<file path="src/rtl/rtcirq_pkg.sv">
package rtcirq_pkg;

    localparam int NSRC   = 3;
    localparam int STAT_W = 8;

    // source index into flag / enable vectors
    localparam int SRC_PER = 0;
    localparam int SRC_ALM = 1;
    localparam int SRC_UPD = 2;

    // status byte positions
    localparam int BIT_SUM = 7;
    localparam int BIT_PER = 6;
    localparam int BIT_ALM = 5;
    localparam int BIT_UPD = 4;
    localparam int RSV_W   = BIT_UPD;

    typedef logic [NSRC-1:0] srcvec_t;

    typedef struct packed {
        logic start;   // accepted start strobe this cycle
        logic fin;     // accepted release strobe this cycle
        logic hold;    // events must be deferred this cycle
    } rdctl_t;

    function automatic logic irq_summary(srcvec_t flg, srcvec_t en);
        return |(flg & en);
    endfunction

    function automatic logic [STAT_W-1:0] pack_status(logic sum, srcvec_t flg);
        logic [STAT_W-1:0] s;
        s          = '0;
        s[BIT_SUM] = sum;
        s[BIT_PER] = flg[SRC_PER];
        s[BIT_ALM] = flg[SRC_ALM];
        s[BIT_UPD] = flg[SRC_UPD];
        return s;
    endfunction

endpackage

</file>
<file path="src/rtl/rtcirq_flag_cell.sv">
module rtcirq_flag_cell (
    input  logic clk,
    input  logic rst,
    input  logic evt,
    input  logic hold,
    input  logic fin,
    output logic flag,
    output logic pend
);
    logic flag_q, pend_q;

    always_ff @(posedge clk) begin
        if (rst) begin
            flag_q <= 1'b0;
            pend_q <= 1'b0;
        end else if (fin) begin
            flag_q <= pend_q | evt;
            pend_q <= 1'b0;
        end else if (hold) begin
            if (evt) pend_q <= 1'b1;
        end else if (evt) begin
            flag_q <= 1'b1;
        end
    end

    assign flag = flag_q;
    assign pend = pend_q;


    evt_sets_flag_chk: assert property (@(posedge clk) disable iff (rst)
        (evt && !hold && !fin) |=> flag_q);


    flag_frozen_in_read_chk: assert property (@(posedge clk) disable iff (rst)
        (hold && !fin) |=> $stable(flag_q));


    deferred_lands_chk: assert property (@(posedge clk) disable iff (rst)
        (fin && (pend_q || evt)) |=> flag_q);

endmodule

</file>
<file path="src/rtl/rtcirq_enable_reg.sv">
module rtcirq_enable_reg
    import rtcirq_pkg::*;
(
    input  logic    clk,
    input  logic    rst,
    input  logic    en_wr,
    input  srcvec_t en_wdata,
    input  logic    hold_updates,
    output srcvec_t en
);
    srcvec_t en_q;
    logic    hold_prev_q;
    logic    hold_rise;
    srcvec_t upd_mask;

    assign hold_rise = hold_updates & ~hold_prev_q;

    always_comb begin
        upd_mask          = '1;
        upd_mask[SRC_UPD] = 1'b0;
    end

    always_ff @(posedge clk) begin
        if (rst) begin
            en_q        <= '0;
            hold_prev_q <= 1'b0;
        end else begin
            hold_prev_q <= hold_updates;
            if (hold_rise)
                en_q <= (en_wr ? en_wdata : en_q) & upd_mask;
            else if (en_wr)
                en_q <= en_wdata;
        end
    end

    assign en = en_q;


    hold_rise_clears_upd_chk: assert property (@(posedge clk) disable iff (rst)
        (hold_updates && !hold_prev_q) |=> !en_q[SRC_UPD]);


    en_write_lands_chk: assert property (@(posedge clk) disable iff (rst)
        (en_wr && !(hold_updates && !hold_prev_q)) |=> (en_q == $past(en_wdata)));

endmodule

</file>
<file path="src/rtl/rtcirq_read_ctrl.sv">
module rtcirq_read_ctrl
    import rtcirq_pkg::*;
(
    input  logic              clk,
    input  logic              rst,
    input  logic              rd_start,
    input  logic              rd_end,
    input  srcvec_t           flags,
    input  logic              summary,
    output rdctl_t            ctl,
    output logic [STAT_W-1:0] rd_data
);
    logic              in_read_q;
    logic [STAT_W-1:0] snap_q;

    always_comb begin
        ctl.start = rd_start & ~in_read_q;
        ctl.fin   = rd_end & in_read_q;
        ctl.hold  = in_read_q | ctl.start;
    end

    always_ff @(posedge clk) begin
        if (rst) begin
            in_read_q <= 1'b0;
            snap_q    <= '0;
        end else begin
            if (ctl.start) begin
                in_read_q <= 1'b1;
                snap_q    <= pack_status(summary, flags);
            end else if (ctl.fin) begin
                in_read_q <= 1'b0;
            end
        end
    end

    assign rd_data = snap_q;


    snap_stable_chk: assert property (@(posedge clk) disable iff (rst)
        !(rd_start && !in_read_q) |=> $stable(snap_q));


    rsv_zero_chk: assert property (@(posedge clk) disable iff (rst)
        1'b1 |=> (snap_q[RSV_W-1:0] == '0));


    no_restart_chk: assert property (@(posedge clk) disable iff (rst)
        (in_read_q && !rd_end) |=> in_read_q);

endmodule

</file>
<file path="src/rtl/rtc_irq_flags.sv">
module rtc_irq_flags
    import rtcirq_pkg::*;
(
    input  logic              clk,
    input  logic              rst,
    input  logic              evt_periodic,
    input  logic              evt_alarm,
    input  logic              evt_update,
    input  logic              en_wr,
    input  logic [NSRC-1:0]   en_wdata,
    input  logic              hold_updates,
    input  logic              rd_start,
    input  logic              rd_end,
    output logic [STAT_W-1:0] rd_data,
    output logic              irq_pull_low
);
    srcvec_t evts, flags, pends, en;
    rdctl_t  ctl;
    logic    summary;

    always_comb begin
        evts          = '0;
        evts[SRC_PER] = evt_periodic;
        evts[SRC_ALM] = evt_alarm;
        evts[SRC_UPD] = evt_update;
    end

    genvar gi;
    generate
        for (gi = 0; gi < NSRC; gi++) begin : g_src
            rtcirq_flag_cell u_cell (
                .clk  (clk),
                .rst  (rst),
                .evt  (evts[gi]),
                .hold (ctl.hold),
                .fin  (ctl.fin),
                .flag (flags[gi]),
                .pend (pends[gi])
            );
        end
    endgenerate

    rtcirq_enable_reg u_en (
        .clk          (clk),
        .rst          (rst),
        .en_wr        (en_wr),
        .en_wdata     (en_wdata),
        .hold_updates (hold_updates),
        .en           (en)
    );

    assign summary = irq_summary(flags, en);

    rtcirq_read_ctrl u_rd (
        .clk      (clk),
        .rst      (rst),
        .rd_start (rd_start),
        .rd_end   (rd_end),
        .flags    (flags),
        .summary  (summary),
        .ctl      (ctl),
        .rd_data  (rd_data)
    );

    assign irq_pull_low = summary;


    release_clears_chk: assert property (@(posedge clk) disable iff (rst)
        (ctl.fin && (pends == '0) && (evts == '0)) |=> (flags == '0 && !irq_pull_low));


    enable_on_set_flag_chk: assert property (@(posedge clk) disable iff (rst)
        (en_wr && !ctl.fin && ((flags & en_wdata & 3'b011) != '0)) |=> irq_pull_low);


    idle_pin_released_chk: assert property (@(posedge clk) disable iff (rst)
        (flags == '0) |-> !irq_pull_low);

endmodule

</file>
<file path="config.mk">
export PLATFORM = sky130hd
export DESIGN_NAME = rtc_irq_flags
export DESIGN_NICKNAME = d
export VERILOG_FILES = /design/src/rtl/rtcirq_pkg.sv /design/src/rtl/rtcirq_flag_cell.sv /design/src/rtl/rtcirq_enable_reg.sv /design/src/rtl/rtcirq_read_ctrl.sv /design/src/rtl/rtc_irq_flags.sv
export SDC_FILE = /design/constraint.sdc
export NUM_CORES = 1
export LEC_CHECK = 0
export ABC_CLOCK_PERIOD_IN_PS = 1100
export CAP_MARGIN = 30
export CORE_MARGIN = 2
export CORE_UTILIZATION = 42
export CTS_CLUSTER_SIZE = 28
export DETAILED_ROUTE_END_ITERATION = 8
export MAX_ROUTING_LAYER = met4
export PLACE_DENSITY = 0.75
export SYNTH_ARGS = -nofsm -noshare
export SYNTH_HDL_FRONTEND = slang
export SYNTH_SLANG_ARGS = --single-unit
</file>
<file path="constraint.sdc">
create_clock -name clk -period 1.1 [get_ports clk]
set_input_delay 0.22 -clock clk [delete_from_list [all_inputs] [get_ports clk]]
set_output_delay 0.22 -clock clk [all_outputs]
set_load 0.03 [all_outputs]
</file>
-- Word-level counts from Yosys, hierarchy flattened
Cells that the tools add are included.
- flip-flop bits (word level): 15
- input bits: 12
- word-level logic and storage cells: 47
- output and inout bits: 9
- bitwise gates (word level): 10
- mux-type cells: 12
- equality and inequality tests: 1
- reduce and logical (&&, ||, !) cells: 13
- operators by type and width (kind ; number):
    2-bit AND reduction ; 6
    1-bit 2-to-1 mux ; 11
    2-bit nonzero test ; 4
    1-bit bitwise OR ; 4
    2-bit OR reduction ; 2
    1-bit bitwise AND ; 3
    3-bit bitwise AND ; 1
    3-bit OR reduction ; 1
    2-bit 2-to-1 mux ; 1
    2-bit inequality test (second input constant) ; 1
    1-bit inverter ; 2

-- Longest topological paths before layout
- depth in word-level cells: 5
- depth in mapped cells: 4
- mapped depth without buffers: 3

-- By module
From an unflattened synthesis, not the netlist that was laid out.
- cells, all modules: 65
- area, all modules: 645.6 sq um
- modules (own cells, without submodules) (module ; seq. area each (sq um) ; cells each ; times used ; area an instance (sq um)):
    rtcirq_read_ctrl ; 100.1 ; 27 ; 1 ; 266.5
    rtcirq_flag_cell ; 40.0 ; 8 ; 3 ; 75.1
    rtcirq_enable_reg ; 80.1 ; 12 ; 1 ; 140.1
    rtc_irq_flags ; 0.0 ; 2 ; 1 ; 13.8

-- Least setup slack after synthesis
OpenSTA, ideal clock, no wires.
- kind: register -> output
- start point: reg g_src[1].u_cell.flag_q
- end point: out irq_pull_low
- cell stages (with the launch flop): 3
- buffers on the path: 0
- setup slack: -0.001 ns
- required time: 0.880 ns
- arrival time: 0.881 ns
- cell sequence: dfxtp_1 -> a222oi_1 -> inv_1
- cells in the longest elaborated chain, start to end: 2
- RTL lines (element ; RTL line ; text):
    from (decl) ; rtcirq_flag_cell.sv:10 ; logic flag_q, pend_q;
    from (signal assigned) ; rtcirq_flag_cell.sv:17 ; flag_q <= pend_q | evt;
    3-bit bitwise AND ; rtcirq_pkg.sv:27 ; return |(flg & en);
    3-bit OR reduction ; rtcirq_pkg.sv:27 ;
    to (decl) ; rtc_irq_flags.sv:15 ; output logic irq_pull_low
Every way passes these cells.

-- Worst setup path in the final report
Ends and elaborated chain as after synthesis.

==> run summary <==
TritonCTS clock tree -> done
Syn-to-layout area delta -> 44.7%
WP data required -> 0.88 ns
Crit start category -> register
Post-DP Area -> 807 um2
Part of the Yosys area used for sequential elements -> 49.0%
Gr usage total -> 17.0%
Final period util -> 136%
Hold buffers post-CTS -> 0
Mux cell area share after synthesis -> 9.80%
Total Nets Final -> 103
Fmax -> 0.666 GHz
Setup TNS -> -0.689 ns
Min-Delay Startpoint -> u_en.hold_prev_q
Largest vdd supply drop -> 906 uV
Post-synthesis compound-gate area fraction -> 12.2%
Setup ws final -> -0.401 ns
Synth unique cells -> 20
Sw Ratio -> 26.8%
Internal -> 0.871 mW
Total grt overflow -> 0
H-Tree Depth -> 1
Hold Path Class -> register to register
Global-route wire length before repair -> 2.20 mm
Synth Area in XOR/XNOR -> 0%
Power share of the combinational group -> 23.0%
Starting Density -> 46.0%
Sink Count -> 15
Syn avg cell area -> 9.89 um2
Status -> finished, violations left
Final setup violation count -> 2
Root Driver -> clkbuf_4
Layout cell share with drive strength beyond 1 -> 27.8%
Fillcell total -> 113
Die footprint -> 1780 um2
Synth top area share -> 49.0%
Largest net degree at the start of global routing -> 12
CTS max path bufs -> 2
Die Wd -> 42.2 um
Vias in the first global route -> 551
Dpl ws -> -0.526 ns
FF-to-FF path depth -> 6
Worst hold slack -> 0.485 ns
Post-Synth Simple-Gate Area -> 19.6%
CTS Buf Count -> 3
FF-to-FF Start -> g_src[1].u_cell.flag
Crit path max fanout -> 2
Largest cells by area after synthesis -> dfxtp_1 49%, mux2i_1 9.8%, nand2b_1 6.1%, buf_4 4.9%, nor2_1 4.3%
DRC -> 0
Die height -> 42.2 um
Largest family of logic cells by synthesized area -> simple AND/OR/NAND/NOR gates
Core Region -> 1330 um2
Synth Register Bits -> 15
Fin. Hold Viols -> 0
R2r setup slk -> -0.29 ns
CP Capture Type -> output port
DR vias -> 531
DR iter-0 viols -> 8
Unrepaired setup endpoints after global routing -> yes
Hpwl dp -> 941 um
Clock-pin slew on the worst setup and hold paths -> 0.08 ns
Power per cell area -> 1340 nW/um2
YS warnings -> 0
Hold Path Depth -> 2
Pwr Total -> 1.19 mW
Final wirelength -> 1.27 mm
Final instance area -> 887 um2
Worst Skew -> 0.00490 ns
Commonest non-fill, non-tap cells in the layout -> 13 x dfxtp_1, 12 x buf_4, 11 x clkdlybuf4s50_1, 7 x nor2_1
Gpl congestion -> 0.769
CP Data Arrival Time -> 1.28 ns
Final ANT Viol Nets -> 0
P_sw -> 0.319 mW
Period minus WS final -> 1.50 ns
Post-Synth Adder-Cell Area -> 0%
Post-Syn Area -> 613 um2
Failing checks -> negative setup slack
RR Endpoint -> u_rd.rd_data[7]
Wire per inst -> 12.0 um
Antenna violations before repair -> 0
Final Max Tran Viols -> 0
WS Path Type -> register to output port
Max-cap violations -> 0
Number of port buffers -> 16
WHS Endpoint -> u_en.en[2]
Worst-skew pair later-pin latency -> 0.28 ns
Diode count -> 0
Post-synth top area cell -> dfxtp_1
Via-to-Cell Ratio -> 5.06
Cells after Synth -> 62
DRT Pass-1 Iters -> 5
Clk network pwr share -> 26.2%
Number of core rows -> 13
Sequential power share -> 50.8%
I/O pin count -> 21
P_leak -> 0.393 nW
Commonest non-fill, non-tap cell in the layout -> dfxtp_1
state kept, by name (all words and copies together) (netlist names):
name,flops
u_en.en,3
g_src.u_cell.pend,3
u_rd.in_read_q,1
g_src.u_cell.flag,3
u_rd.rd_data,4
u_en.hold_prev_q,1
area by class of cell:
class	instances	area [um2]	area share (%)
timing repair buffer	27	245	27.6
multi-input combinational	42	287	32.3
clock buffer	4	26.3	2.96
inverter	2	7.51	0.846
sequential	15	303	34.1
tap	15	18.8	2.12
power groups by stage:
stage	Clock [mW]	Sequential, mW	Combinational (mW)
floorplan	0	0.633	0.124
global placement	0	0.614	0.239
detailed placement	0	0.615	0.243
CTS	0.324	0.603	0.261
global route	0.351	0.610	0.295
finish	0.312	0.604	0.274
routing by layer:
layer / vias up / global-route usage, % / routed length [um]
met5: - / - / 0
met4: 0 / 10.0 / 31
li1: 268 / - / -
met2: 16 / 28.6 / 625
met3: 5 / 4.74 / 79
met1: 242 / 17.4 / 528
logic make-up after synthesis:
family,count (synthesis)
simple gates,22
compound gates,10
other cells,1
mux,6
buf+inv,8
flops,15
critical path, stage by stage (launching register included):
cell and delay [ns]:
dfxtp_1 0.32, a222oi_1 0.48, inv_2 0.06, buf_6 0.15
how the worst max path moves through the flow:
stage	from	to	slack, ns	depth (start not counted)
global route	g_src[1].u_cell.flag	irq_pull_low	-0.45	3
floorplan	g_src[1].u_cell.flag	irq_pull_low	0.02	2
CTS	u_en.en[1]	irq_pull_low	-0.38	3
detailed placement	g_src[1].u_cell.flag	irq_pull_low	-0.53	3
global placement	g_src[1].u_cell.flag	irq_pull_low	-0.48	3
finish	g_src[1].u_cell.flag	irq_pull_low	-0.40	3
through the flow:
stage	cells	util, %
after global placement	98	60.5
after CTS	104	64.9
final	105	66.5
after detailed placement	98	60.5
after floorplan	65	-
after global routing	105	66.5
Yosys cell counts, drive strengths merged:
master and n:
dfxtp 15, nor2 7, buf 6, mux2i 6
nand2b 6, nand3b 3, nor2b 3, o221ai 3
o22ai 3, inv 2, a211oi 1, a21o 1
a21oi 1, a222oi 1, and2 1, conb 1
nand2 1, nor3 1
timing repair:
action | in CTS | in global routing
resized for setup | 12 | 4
setup buffers | 6 | 1
setup endpoints to repair | 5 | 8
pin swaps | 1 | 2
(Power assumes the default switching activity.)
